$ cat src/rtl/tfp_pkg.sv
package tfp_pkg;
  typedef enum logic [2:0] {
    ST_HEADER  = 3'd0,
    ST_DATA    = 3'd1,
    ST_PAD     = 3'd2,
    ST_TRAILER = 3'd3,
    ST_ERROR   = 3'd4
  } tfp_state_e;

  typedef struct packed {
    logic rec_start;
    logic rec_done;
    logic file_mark;
    logic eom;
    logic len_err;
    logic frame_err;
    logic trunc_err;
  } tfp_events_t;
endpackage

$ cat src/rtl/tfp_field_shift.sv
// Assembles a little-endian length field one byte at a time.
module tfp_field_shift #(
  parameter int unsigned BYTES = 4,
  localparam int unsigned W     = 8 * BYTES,
  localparam int unsigned IDX_W = $clog2(BYTES)
) (
  input  logic         clk_i,
  input  logic         rst_ni,
  input  logic         shift_i,
  input  logic         clear_i,
  input  logic [7:0]   byte_i,
  output logic         done_o,
  output logic         empty_o,
  output logic [W-1:0] value_o
);
  logic [W-1:0]     sh_q;
  logic [IDX_W-1:0] idx_q;

  assign value_o = {byte_i, sh_q[W-1:8]};
  assign done_o  = shift_i && (idx_q == IDX_W'(BYTES - 1));
  assign empty_o = (idx_q == '0);

  always_ff @(posedge clk_i or negedge rst_ni) begin
    if (!rst_ni) begin
      sh_q  <= '0;
      idx_q <= '0;
    end else if (clear_i) begin
      sh_q  <= '0;
      idx_q <= '0;
    end else if (shift_i) begin
      sh_q  <= value_o;
      idx_q <= done_o ? '0 : idx_q + 1'b1;
    end
  end

  // a completed field leaves the assembler empty for the next one
  p_idx_wrap_r1: assert property (@(posedge clk_i) disable iff (!rst_ni)
    done_o |=> empty_o);
endmodule

$ cat src/rtl/tfp_down_counter.sv
// Remaining-payload counter; zero_o marks the last byte.
module tfp_down_counter #(
  parameter int unsigned W = 17
) (
  input  logic         clk_i,
  input  logic         rst_ni,
  input  logic         load_i,
  input  logic [W-1:0] load_val_i,
  input  logic         dec_i,
  output logic         zero_o
);
  logic [W-1:0] cnt_q;

  assign zero_o = (cnt_q == '0);

  always_ff @(posedge clk_i or negedge rst_ni) begin
    if (!rst_ni)      cnt_q <= '0;
    else if (load_i)  cnt_q <= load_val_i;
    else if (dec_i)   cnt_q <= cnt_q - 1'b1;
  end

  // payload never runs past the header count
  p_no_underflow_r2: assert property (@(posedge clk_i) disable iff (!rst_ni)
    !(dec_i && !load_i && zero_o && $past(zero_o) && $past(dec_i)));
endmodule

$ cat src/rtl/tfp_ctrl.sv
module tfp_ctrl
  import tfp_pkg::*;
#(
  parameter int unsigned FIELD_W = 32,
  parameter int unsigned MAX_LEN = 65536,
  localparam int unsigned LEN_W  = $clog2(MAX_LEN + 1)
) (
  input  logic               clk_i,
  input  logic               rst_ni,
  input  logic               in_valid_i,
  input  logic               in_eos_i,
  output logic               in_ready_o,
  output logic               out_valid_o,
  output logic               out_first_o,
  output logic               out_last_o,
  input  logic               out_ready_i,
  // field assembler
  output logic               shift_o,
  output logic               clear_o,
  input  logic               field_done_i,
  input  logic               field_empty_i,
  input  logic [FIELD_W-1:0] field_val_i,
  // payload counter
  output logic               load_o,
  output logic [LEN_W-1:0]   load_val_o,
  output logic               dec_o,
  input  logic               cnt_zero_i,
  // results
  output logic [LEN_W-1:0]   rec_len_o,
  output tfp_events_t        ev_o
);
  tfp_state_e  state_q, st_mid, state_d;
  tfp_events_t ev_d, ev_q;
  logic [LEN_W-1:0] len_q;
  logic first_q, accept, clean_boundary;

  assign in_ready_o  = (state_q == ST_DATA) ? out_ready_i : 1'b1;
  assign accept      = in_valid_i && in_ready_o;
  assign out_valid_o = (state_q == ST_DATA) && in_valid_i;
  assign out_first_o = out_valid_o && first_q;
  assign out_last_o  = out_valid_o && cnt_zero_i;

  assign shift_o    = accept && ((state_q == ST_HEADER) || (state_q == ST_TRAILER));
  assign clear_o    = in_eos_i;
  assign load_val_o = field_val_i[LEN_W-1:0] - LEN_W'(1);
  assign dec_o      = accept && (state_q == ST_DATA);
  // after this cycle's byte, no partial field is pending
  assign clean_boundary = shift_o ? field_done_i : field_empty_i;

  always_comb begin
    st_mid = state_q;
    ev_d   = '0;
    load_o = 1'b0;
    unique case (state_q)
      ST_HEADER: if (field_done_i) begin
        if (field_val_i == '0) begin
          ev_d.file_mark = 1'b1;
        end else if (field_val_i > FIELD_W'(MAX_LEN)) begin
          ev_d.len_err = 1'b1;
          st_mid       = ST_ERROR;
        end else begin
          ev_d.rec_start = 1'b1;
          load_o         = 1'b1;
          st_mid         = ST_DATA;
        end
      end
      ST_DATA: if (accept && cnt_zero_i) begin
        st_mid = len_q[0] ? ST_PAD : ST_TRAILER;
      end
      ST_PAD: if (accept) st_mid = ST_TRAILER;
      ST_TRAILER: if (field_done_i) begin
        if (field_val_i == FIELD_W'(len_q)) ev_d.rec_done  = 1'b1;
        else                                ev_d.frame_err = 1'b1;
        st_mid = ST_HEADER;
      end
      ST_ERROR: ;
      default: st_mid = ST_HEADER;
    endcase

    // end of stream is applied after the byte of the same cycle
    state_d = st_mid;
    if (in_eos_i) begin
      if ((st_mid == ST_HEADER) && clean_boundary) ev_d.eom       = 1'b1;
      else if (st_mid != ST_ERROR)                 ev_d.trunc_err = 1'b1;
      state_d = ST_HEADER;
    end
  end

  always_ff @(posedge clk_i or negedge rst_ni) begin
    if (!rst_ni) begin
      state_q <= ST_HEADER;
      ev_q    <= '0;
      len_q   <= '0;
      first_q <= 1'b0;
    end else begin
      state_q <= state_d;
      ev_q    <= ev_d;
      if (load_o) len_q <= field_val_i[LEN_W-1:0];
      if (load_o)     first_q <= 1'b1;
      else if (dec_o) first_q <= 1'b0;
    end
  end

  assign rec_len_o = len_q;
  assign ev_o      = ev_q;

  // one completed field yields at most one field outcome
  p_field_outcome_onehot_r5: assert property (@(posedge clk_i) disable iff (!rst_ni)
    $onehot0({ev_q.rec_start, ev_q.rec_done, ev_q.frame_err, ev_q.file_mark, ev_q.len_err}));
  // the last payload byte leaves the payload state
  p_last_leaves_data_r2: assert property (@(posedge clk_i) disable iff (!rst_ni)
    (out_valid_o && out_ready_i && out_last_o && !in_eos_i) |=> (state_q != ST_DATA));
  // filler byte is followed by the trailer
  p_pad_to_trailer_r3: assert property (@(posedge clk_i) disable iff (!rst_ni)
    (state_q == ST_PAD && in_valid_i && !in_eos_i) |=> (state_q == ST_TRAILER));
  // drop state is left only through end of stream
  p_error_holds_r7: assert property (@(posedge clk_i) disable iff (!rst_ni)
    (state_q == ST_ERROR && !in_eos_i) |=> (state_q == ST_ERROR));
  // end of stream always returns to header parsing
  p_eos_to_header_r9: assert property (@(posedge clk_i) disable iff (!rst_ni)
    in_eos_i |=> (state_q == ST_HEADER && field_empty_i));
  // end of medium and truncation are exclusive
  p_eom_vs_trunc_r8: assert property (@(posedge clk_i) disable iff (!rst_ni)
    !(ev_q.eom && ev_q.trunc_err));
endmodule

$ cat src/rtl/tape_frame_parser.sv
module tape_frame_parser
  import tfp_pkg::*;
#(
  parameter int unsigned FIELD_BYTES = 4,
  parameter int unsigned MAX_LEN     = 65536,
  localparam int unsigned FIELD_W    = 8 * FIELD_BYTES,
  localparam int unsigned LEN_W      = $clog2(MAX_LEN + 1)
) (
  input  logic             clk_i,
  input  logic             rst_ni,
  input  logic             in_valid_i,
  input  logic [7:0]       in_data_i,
  input  logic             in_eos_i,
  output logic             in_ready_o,
  output logic             out_valid_o,
  output logic [7:0]       out_data_o,
  output logic             out_first_o,
  output logic             out_last_o,
  input  logic             out_ready_i,
  output logic [LEN_W-1:0] rec_len_o,
  output logic             rec_start_o,
  output logic             rec_done_o,
  output logic             file_mark_o,
  output logic             eom_o,
  output logic             len_err_o,
  output logic             frame_err_o,
  output logic             trunc_err_o
);
  logic               shift, clear, field_done, field_empty;
  logic [FIELD_W-1:0] field_val;
  logic               load, dec, cnt_zero;
  logic [LEN_W-1:0]   load_val;
  tfp_events_t        ev;

  tfp_field_shift #(.BYTES(FIELD_BYTES)) u_field (
    .clk_i   (clk_i),
    .rst_ni  (rst_ni),
    .shift_i (shift),
    .clear_i (clear),
    .byte_i  (in_data_i),
    .done_o  (field_done),
    .empty_o (field_empty),
    .value_o (field_val)
  );

  tfp_down_counter #(.W(LEN_W)) u_cnt (
    .clk_i      (clk_i),
    .rst_ni     (rst_ni),
    .load_i     (load),
    .load_val_i (load_val),
    .dec_i      (dec),
    .zero_o     (cnt_zero)
  );

  tfp_ctrl #(.FIELD_W(FIELD_W), .MAX_LEN(MAX_LEN)) u_ctrl (
    .clk_i         (clk_i),
    .rst_ni        (rst_ni),
    .in_valid_i    (in_valid_i),
    .in_eos_i      (in_eos_i),
    .in_ready_o    (in_ready_o),
    .out_valid_o   (out_valid_o),
    .out_first_o   (out_first_o),
    .out_last_o    (out_last_o),
    .out_ready_i   (out_ready_i),
    .shift_o       (shift),
    .clear_o       (clear),
    .field_done_i  (field_done),
    .field_empty_i (field_empty),
    .field_val_i   (field_val),
    .load_o        (load),
    .load_val_o    (load_val),
    .dec_o         (dec),
    .cnt_zero_i    (cnt_zero),
    .rec_len_o     (rec_len_o),
    .ev_o          (ev)
  );

  assign out_data_o  = in_data_i;
  assign rec_start_o = ev.rec_start;
  assign rec_done_o  = ev.rec_done;
  assign file_mark_o = ev.file_mark;
  assign eom_o       = ev.eom;
  assign len_err_o   = ev.len_err;
  assign frame_err_o = ev.frame_err;
  assign trunc_err_o = ev.trunc_err;

  // a file mark never coincides with a record start
  p_fm_not_start_r6: assert property (@(posedge clk_i) disable iff (!rst_ni)
    !(file_mark_o && rec_start_o));
endmodule

$ cat config.mk
export PLATFORM = sky130hd
export DESIGN_NAME = tape_frame_parser
export DESIGN_NICKNAME = d
export VERILOG_FILES = /design/src/rtl/tfp_pkg.sv /design/src/rtl/tfp_field_shift.sv /design/src/rtl/tfp_down_counter.sv /design/src/rtl/tfp_ctrl.sv /design/src/rtl/tape_frame_parser.sv
export SDC_FILE = /design/constraint.sdc
export NUM_CORES = 1
export LEC_CHECK = 0
export BUFFER_PORTS_ARGS = -buffer_cell sky130_fd_sc_hd__buf_2
export CORE_UTILIZATION = 52
export DETAILED_ROUTE_END_ITERATION = 10
export PLACE_DENSITY = 0.74
export SLEW_MARGIN = 20
export SYNTH_ARGS = -nofsm -noshare
export SYNTH_HDL_FRONTEND = slang
export SYNTH_SLANG_ARGS = --single-unit
$ cat constraint.sdc
create_clock -name clk_i -period 3.7 [get_ports clk_i]
set_clock_uncertainty 0.2 [all_clocks]
set_input_delay 0.555 -clock clk_i [delete_from_list [all_inputs] [get_ports clk_i]]
set_output_delay 0.555 -clock clk_i [all_outputs]
set_load 0.1 [all_outputs]
Word-level counts from Yosys, hierarchy flattened
Index checks and enable logic that the tools add are counted.

$add $sub $neg: 3. Magnitude comparators: 1. Eq/ne operators: 7. Multiplexer cells: 42. Reduce and logical (&&, ||, !) cells: 17.

Operators by type and width (number): two-way mux 32 bit (2); two-way mux 17 bit (2); subtractor 17 x 1 -> 17 bit (second input constant) (2); == test 32 x 17 -> 1 bit (1); > comparator 32 x 17 -> 1 bit (second input constant) (1); logical NOT 32 bit (1); two-way mux 1 bit (27); two-way mux 3 bit (7); logical NOT 17 bit (1); one-hot mux 3 bit (5 select lines) (1); logical AND 1 bit (9); == test 3 x 2 -> 1 bit (second input constant) (2); logical NOT 3 bit (2); two-way mux 2 bit (3); nonzero test 2 bit (2); == test 3 x 1 -> 1 bit (second input constant) (1); == test 3 bit (second input constant) (1); inequality test 3 bit (second input constant) (1); adder 2 x 1 -> 2 bit (second input constant) (1); == test 2 bit (second input constant) (1); logical NOT 2 bit (1); logical OR 1 bit (1).

Register bits after elaboration: 79. Input port bits: 13. Output and inout port bits: 36. Word-level logic and storage cells: 83.

Depth between registers and ports, before layout
Gate-level depths: netlist of run 1.

Word-level depth: 11. Gate-level depth with buffers: 16. Gate-level depth less buffers: 13.

Modules after synthesis
Synthesis of run 1 repeated with hierarchy kept, for this count alone.

Cell total of the unflattened synthesis: 380. Area, all modules: 4006.3 µm².

Modules (own cells, without submodules): tfp_ctrl (instances 1, cells each 168, area each 1790.5 µm², sequential area each 700.7 µm²); tfp_field_shift (instances 1, cells each 97, area each 1174.9 µm², sequential area each 650.6 µm²); tfp_down_counter (instances 1, cells each 107, area each 980.9 µm², sequential area each 425.4 µm²); tape_frame_parser (instances 1, cells each 8, area each 60.1 µm², sequential area each 0.0 µm²).

Least setup slack after synthesis of run 1
No wires, ideal clock.

Path type: register to register. From: register u_field.sh_q[10]. To: register u_cnt.cnt_q[16]. Setup time: 129 ps. Data arrival time: 3509 ps. Data required time: 3371 ps. Slack: -139 ps. Stages on the path, launching flop included: 17. Path buffers: 3. Period minus slack after synthesis: 3839 ps. Cell sequence: dfrtp_1 > buf_2 > nor4_4 > nand4b_2 > or4_1 > and3_1 > buf_2 > buf_6 > nand2_1 > a21boi_1 > ha_1 > nand2b_1 > nor4_1 > nand3_1 > nor3_1 > xnor2_1 > o32ai_1.

Word-level cells in the longest chain between the ends: 6. Elaborated cells between the ends (all ways): 9. Classes of those cells: add/sub: 1; order compare: 1; mux: 5; reduce/logical: 2.

Ends and longest elaborated chain: start, declared (line tfp_field_shift.sv:16) `logic [W-1:0] sh_q;`; start signal, assigned (line tfp_field_shift.sv:31) `sh_q <= value_o;`; > comparator 32 x 17 -> 1 bit (line tfp_ctrl.sv:58) `end else if (field_val_i > FIELD_W'(MAX_LEN)) begin`; two-way mux 1 bit (line tfp_ctrl.sv:58); two-way mux 1 bit (line tfp_ctrl.sv:56) `if (field_val_i == '0) begin`; two-way mux 1 bit (line tfp_ctrl.sv:55) `ST_HEADER: if (field_done_i) begin`; two-way mux 1 bit (line tfp_ctrl.sv:54) `unique case (state_q)`; two-way mux 17 bit or nonzero test 2 bit (tied branches); end signal, assigned (line tfp_down_counter.sv:18) `else if (load_i) cnt_q <= load_val_i;`; end signal, assigned (line tfp_down_counter.sv:19) `else if (dec_i) cnt_q <= cnt_q - 1'b1;`; end, declared (line tfp_down_counter.sv:12) `logic [W-1:0] cnt_q;`.

Several ways; a longest one is shown, not always the timed one. A chain may end at the register's enable or synchronous reset.

Final worst setup path of run 1
From: register u_field.sh_q[21]. To: register u_cnt.cnt_q[16].

Word-level cells in the longest chain between the ends: 6. Elaborated cells between the ends (all ways): 9. Classes of those cells: add/sub: 1; order compare: 1; mux: 5; reduce/logical: 2.

Ends and longest elaborated chain: > comparator 32 x 17 -> 1 bit (line tfp_ctrl.sv:58); two-way mux 1 bit (line tfp_ctrl.sv:58); two-way mux 1 bit * (line tfp_ctrl.sv:56); two-way mux 1 bit * (line tfp_ctrl.sv:55); two-way mux 1 bit * (line tfp_ctrl.sv:54); net load (line tape_frame_parser.sv:31) `logic load, dec, cnt_zero;`; two-way mux 17 bit or nonzero test 2 bit (tied branches).

Mark *: on every way through the listed nets, which the timed path passes. The rest lies on a longest branch.

==> results.sh, run 1 <==
export IMPL_place_hpwl_um=6572
export IMPL_min_period_ns=3.504
export IMPL_synthFlopType="dfrtp_1"
export IMPL_layout_common_cells="nand2_1, dfrtp_1, buf_2"
export IMPL_cts_reportedPaths_clkPinSlew_ns=0.08
export IMPL_min_delay_path_depth=3
export IMPL_mappedNetlistArea_um2=3792
export IMPL_synth_seq_cells=71
export IMPL_floorplan_rows=30
export IMPL_htree_levels=3
export IMPL_synth_yosys_seq_area_share_pct=46.85
export IMPL_number_of_remaining_drc_errors=0
export IMPL_ir_worst_vdd_mv=0.2490
export IMPL_drv_slew=0
export IMPL_core_area_um2=6907
export IMPL_place_inst=573
export IMPL_fmax_mhz=285.4
export IMPL_synth_nets=453
export IMPL_fin_cells=591
export IMPL_worst_setup_path_type="reg2reg"
export IMPL_netlist_top_cells_area="dfrtp_1, nand2_1, xnor2_1"
export IMPL_sort_of_element_at_the_start_of_the_critical_path="register"
export IMPL_static_leakage_power_nw=2.314
export IMPL_ys_types=48
export IMPL_period_share_pct=94.69
export IMPL_die_h_um=87.40
export IMPL_final_util_pct=64.80
export IMPL_layout_commonest_cell="nand2_1"
export IMPL_timing_reg2reg_worst_path_depth=11
export IMPL_tritoncts="done"
export IMPL_areaGrowthSynthToFinish_pct=18.01
export IMPL_top_level_ports=49
export IMPL_syn_mean_instance_area_um2=8.678
export IMPL_post_layout_total_power_mw=1.763
export IMPL_numCtsBuffers=9
export IMPL_cts_buffer_depth=2
export IMPL_routed_wl_um=9313
export IMPL_slew_headroom_pct=62.48
export IMPL_number_of_global_route_vias_before_repair=3232
export IMPL_grt_first_pass_wirelength_um=15660
export IMPL_timing_critical_path_fanout_max=6
export IMPL_clk_insertion_delay_late_ns=0.35
export IMPL_vias_per_cell=5.540
export IMPL_cts_sinks=71
export IMPL_synth_edff_count=0
export IMPL_postSynth_asyncResetShare_pct=100.0
export IMPL_floorplan_initialDensity_pct=54.91
export IMPL_initial_drc_count=214
export IMPL_cp_data_arrival_time_ns=3.52
export IMPL_die_w_um=87.40
export IMPL_slew_at_the_pin_closest_to_its_max_slew_limit_ns=0.5628
export IMPL_wl_cell_um=15.76
export IMPL_global_route_usage_total_pct=27.19
export IMPL_vias=3274
export IMPL_yosysTopAreaCell="dfrtp_1"
export IMPL_holdCritPathClass="in2reg"
export IMPL_antenna_violating_nets_post_route=0
export IMPL_layout_drive_gt1_share_pct=21.01
export IMPL_worstSetupEndpointType="register"
export IMPL_syn_inst_count=437
export IMPL_grt_overflow_total=0
export IMPL_setup_violations=0
export IMPL_grt_antenna_before_repair=0
export IMPL_antenna_diode_count=0
export IMPL_run_status="finished clean"
export IMPL_ctsRootBufferMaster="clkbuf_8"
export IMPL_drt_first_pass_iters=4
export IMPL_finalWeightedCongestion=0.9049
export IMPL_port_buffer_count=48
export IMPL_fin_nets=506
export IMPL_maximum_number_of_pins_on_one_net_before_global_route_repair=42
export IMPL_netlist_area_leader_share_pct=46.85
export IMPL_p_per_cell_area_nw_per_um2=394.0
export IMPL_yosys_warnings=0
export IMPL_max_cap_violations=0
export IMPL_worst_ep_required_time_ns=3.71
export IMPL_fp_dieArea_um2=7639
export IMPL_finalHoldViolCount=0
[state kept, by name, indices dropped and copies added, names as in the netlist]
signal	count
u_ctrl.state_q	3
u_ctrl.ev_o	7
u_ctrl.rec_len_o	17
u_ctrl.first_q	1
u_field.sh_q	24
u_cnt.cnt_q	17
u_field.idx_q	2
[synth_stat cells (2+ instances only)]
| cell type | n |
|---|---|
| nand2_1 | 115 |
| dfrtp_1 | 71 |
| a21oi_1 | 38 |
| nor2_1 | 30 |
| xnor2_1 | 28 |
| clkbuf_1 | 16 |
| nor3_1 | 16 |
| xor2_1 | 15 |
| buf_2 | 11 |
| buf_4 | 8 |
| inv_1 | 8 |
| nor4_1 | 8 |
| nand4_1 | 7 |
| and3_1 | 6 |
| nand3_1 | 6 |
| or4_1 | 6 |
| a21boi_0 | 3 |
| a31oi_1 | 3 |
| ha_1 | 3 |
| or3_1 | 3 |
| a21boi_1 | 2 |
| and4_1 | 2 |
| mux2i_1 | 2 |
| nand2b_1 | 2 |
| nand3b_1 | 2 |
| o21ai_0 | 2 |
| o31ai_1 | 2 |
| o32ai_1 | 2 |
[path summary, 6_finish.rpt]
check	startpoint	to	slack (ns)
min in group asynchronous	rst_ni	u_ctrl.ev_o[0]	0.48
worst max-delay path	u_field.sh_q[21]	u_cnt.cnt_q[16]	0.20
worst min-delay path	in_data_i[7]	u_field.sh_q[31]	0.25
max in group asynchronous	rst_ni	u_ctrl.rec_len_o[12]	2.07
worst min register to register	u_ctrl.first_q	u_ctrl.first_q	0.28
worst max register to register	u_field.sh_q[21]	u_cnt.cnt_q[16]	0.20
[metrics by stage]
step	setup TNS (ns)	instance area [um2]	hold WS, ns	setup slack, ns
2_1_floorplan	0	3799	0.05941	0.001258
3_3_place_gp	0	4183	0.2560	0.2235
3_5_place_dp	0	4183	0.2688	0.09617
4_1_cts	0	4438	0.2446	0.1137
5_1_grt	-0.02147	4476	0.2461	-0.02147
6_report	0	4476	0.2502	0.1963
[cells by family (layout without fill, tap and decap cells)]
kind of cell / count (synthesis) / in the layout / share of synthesized area [%]
compound gates: 61 / 61 / 9.601
xor+xnor: 43 / 43 / 9.931
fa+ha+maj: 3 / 3 / 0.9899
buf+inv: 44 / 102 / 5.708
flops: 71 / 71 / 46.85
mux: 2 / 2 / 0.5279
simple gates: 213 / 213 / 26.39
[where the power goes]
group	internal, mW	total (mW)	switching (mW)
combinational	0.0622	0.205	0.143
clock	0.464	0.762	0.298
sequential	0.788	0.796	0.00859
total	1.31	1.76	0.450
[per-layer routing]
layer / GRT usage, % / share of wire [%] / vias to the layer above
li1: - / - / 1564
met2: 42.83 / 48 / 83
met3: 5.782 / 4.6 / 25
met4: 13.26 / 3.0 / 0
met5: 0 / 0 / -
met1: 35.69 / 45 / 1602
[area by class of cell]
type / count / area (um2)
Multi-Input combinational cell: 322 / 1836
Inverter: 8 / 30.03
Clock inverter: 6 / 107.6
Fill cell: 606 / 2431
Clock buffer: 10 / 137.6
Tap cell: 96 / 120.1
Sequential cell: 71 / 1777
Timing Repair Buffer: 78 / 467.9
[critical path: stages (launching register included)]
cell and delay, ns:
dfrtp_1 0.38, or4_4 0.56, or4_1 0.46, and3_1 0.24, nand2_1 0.11, a21boi_1 0.18
ha_2 0.25, nand2_1 0.14, or4_4 0.48, and3_1 0.20, nor2_1 0.10, o32ai_1 0.08
[timing repair]
| item | 4_1_cts | 5_1_grt |
|---|---|---|
| hold buffers | 1 | 0 |
| setup buffers | 0 | 1 |
| endpoints found under the setup margin | 0 | 5 |
| endpoints found under the hold margin | 18 | 0 |
| resized for setup | 0 | 7 |
(Power assumes the default switching activity.)
==> inputs of run 2 (changes only) <==
- CTS_BUF_LIST: default -> sky130_fd_sc_hd__clkbuf_16
==> run 2 against run 1 <==
  * Total power increased by 13%
  * Non-clock buffer count unchanged
  * Sequential share of layout area decreased by 0.90 points
  * Sequential cell count unchanged
  * Core utilization increased by 1.5 points
  * Setup slack improved by 0.013 ns
  * Routed wire length increased by 2.1%
  * Count of clock-buffer cells in the layout decreased by 1
  * Clock power increased by 28%
  * Via count about the same
  * Final area increased by 2.3%
  * Critical path type unchanged
  * Critical endpoint unchanged
  * Highest routed layer unchanged
==> results.sh, run 2 (synthesis gave the netlist of run 1 again) <==
export IMPL_run_status="finished clean"
export IMPL_global_route_usage_total_pct=27.52
export IMPL_critical_path_top_delay_family="simple AND/OR/NAND/NOR gates"
export IMPL_largest_register_by_flop_count="u_field.sh_q"
export IMPL_layout_drive_gt1_share_pct=21.01
export IMPL_power_switching_uw=478.8
export IMPL_core_area_um2=6907
export IMPL_wl_cell_um=16.08
export IMPL_num_fill_cells=589
export IMPL_path_buf_inv=0
export IMPL_max_cap_violations=0
export IMPL_vias=3276
export IMPL_maximum_number_of_pins_on_one_net_before_global_route_repair=42
export IMPL_seqPwrFrac_pct=40.2
export IMPL_worstSetupEndpointType="register"
export IMPL_worst_setup_path_type="reg2reg"
export IMPL_sort_of_element_at_the_start_of_the_critical_path="register"
export IMPL_die_h_um=87.40
export IMPL_antenna_violating_nets_post_route=0
export IMPL_top_level_ports=49
export IMPL_timing_critical_path_fanout_max=6
export IMPL_htree_levels=3
export IMPL_finalWeightedCongestion=0.9049
export IMPL_slew_at_the_pin_closest_to_its_max_slew_limit_ns=0.5837
export IMPL_critical_path_slowest_cell="or4_4"
export IMPL_post_layout_total_power_mw=1.984
export IMPL_place_hpwl_um=6572
export IMPL_min_period_ns=3.490
export IMPL_die_w_um=87.40
export IMPL_cts_sinks=71
export IMPL_initial_drc_count=190
export IMPL_grt_antenna_before_repair=0
export IMPL_port_buffer_count=48
export IMPL_holdCritPathClass="reg2reg"
export IMPL_cp_data_arrival_time_ns=3.48
export IMPL_period_share_pct=94.34
export IMPL_layout_commonest_cell="nand2_1"
export IMPL_detailedPlace_worstSlack_ns=0.09617
export IMPL_grt_first_pass_wirelength_um=15790
export IMPL_crit_path_cell_trace="or4_4 -> or4_1 -> and3_1 -> nand2_1 -> a21boi_2 -> ha_2 -> nand2_1 -> or4_4 -> and3_1 -> nor2_1 -> o32ai_1"
export IMPL_clk_insertion_delay_late_ns=0.33
export IMPL_floorplan_initialDensity_pct=54.91
export IMPL_fp_dieArea_um2=7639
export IMPL_worst_stage_delay_on_the_critical_path_ns=0.57
export IMPL_min_delay_path_depth=2
export IMPL_number_of_global_route_vias_before_repair=3251
export IMPL_fin_nets=506
export IMPL_slew_headroom_pct=61.09
export IMPL_switching_share_pct=24.14
export IMPL_setup_tns_ns=0
export IMPL_drt_first_pass_iters=4
export IMPL_routed_wl_um=9504
export IMPL_grt_setup_unrepaired="false"
export IMPL_cts_reportedPaths_clkPinSlew_ns=0.06
export IMPL_worst_path_depth=11
export IMPL_ir_worst_vdd_mv=0.2457
export IMPL_setup_violations=0
export IMPL_floorplan_rows=30
export IMPL_finalWorstSetupSlack_ns=0.2096
export IMPL_worst_ep_required_time_ns=3.69
export IMPL_p_per_cell_area_nw_per_um2=433.2
export IMPL_fmax_mhz=286.5
export IMPL_ctsRootBufferMaster="clkbuf_16"
export IMPL_drv_slew=0
export IMPL_p_clk_share_pct=49.3
export IMPL_antenna_diode_count=0
export IMPL_max_reg_flops=24
export IMPL_finalHoldViolCount=0
export IMPL_timing_reg2reg_worst_path_depth=11
export IMPL_cts_buffer_depth=2
export IMPL_pwr_share_comb_pct=10.4
export IMPL_numCtsBuffers=9
export IMPL_number_of_remaining_drc_errors=0
export IMPL_grt_overflow_total=0
export IMPL_areaGrowthSynthToFinish_pct=20.75
export IMPL_internal_power_mw=1.505
export IMPL_static_leakage_power_nw=2.361
export IMPL_vias_per_cell=5.543
export IMPL_layout_common_cells="nand2_1, dfrtp_1, buf_2"
export IMPL_tritoncts="done"
## run 2: cell types whose count changed in the layout (fill, tap and decap cells not counted)
cell       previous run  this run
clkinv_1              0         1
nor4_4                2         3
clkbuf_16             0         9
nor4_2                1         0
a21boi_2              0         1
clkbuf_8             10         0
a21boi_1              3         2
## run 2: metrics by stage
| step | hold WS, ns | instances | instance area [um2] | util (%) |
|---|---|---|---|---|
| floorplan | 0.05941 | 437 | 3799 | - |
| global placement | 0.2560 | 573 | 4183 | 60.56 |
| detailed placement | 0.2688 | 573 | 4183 | 60.56 |
| CTS | 0.2695 | 590 | 4529 | 65.58 |
| global route | 0.2738 | 591 | 4579 | 66.30 |
| finish | 0.2730 | 591 | 4579 | 66.30 |
## run 2: layout make-up
cell class	count	area (um2)	area share [%]
multi-input cells	322	1848	40.36
flip-flops and latches	71	1777	38.80
clock buffers	9	225.2	4.918
well taps	96	120.1	2.623
repair buffers	78	467.9	10.22
inverters	8	30.03	0.6557
clock inverters	7	111.4	2.432
## run 2: final timing paths
check,endpoint,from,slack (ns)
min,u_ctrl.first_q,u_ctrl.first_q,0.27
max reg2reg,u_cnt.cnt_q[16],u_field.sh_q[21],0.21
min reg2reg,u_ctrl.first_q,u_ctrl.first_q,0.27
min in group asynchronous,u_ctrl.ev_o[4],rst_ni,0.51
max in group asynchronous,u_field.sh_q[26],rst_ni,2.04
max,u_cnt.cnt_q[16],u_field.sh_q[21],0.21
## run 2: tightest hold or removal path, cell delays in order (launching register included)
cell and delay (ns):
dfrtp_1 0.34, nand2_1 0.05, nand2_1 0.05
## run 2: repair_timing
item | 4_1_cts | 5_1_grt
hold endpoints to repair | 18 | 0
setup buffers | 0 | 1
resized for setup | 0 | 9
endpoints found under the setup margin | 0 | 5
hold buffers | 1 | 0
## run 2: routing by layer
metal / GRT usage [%] / vias to the layer above / share of wire [%]
met5: 0 / - / 0
met4: 14.46 / 0 / 2.4
met3: 5.308 / 21 / 4.4
met2: 44.11 / 90 / 49
met1: 35.38 / 1597 / 44
li1: - / 1568 / -
## run 2: power groups by stage
stage / Combinational, mW / Sequential [mW] / Clock [mW]
after floorplan: 0.130 / 0.822 / 0
after global placement: 0.199 / 0.811 / 0
after detailed placement: 0.201 / 0.812 / 0
after CTS: 0.203 / 0.798 / 0.988
after global routing: 0.227 / 0.799 / 1.02
final: 0.207 / 0.798 / 0.979
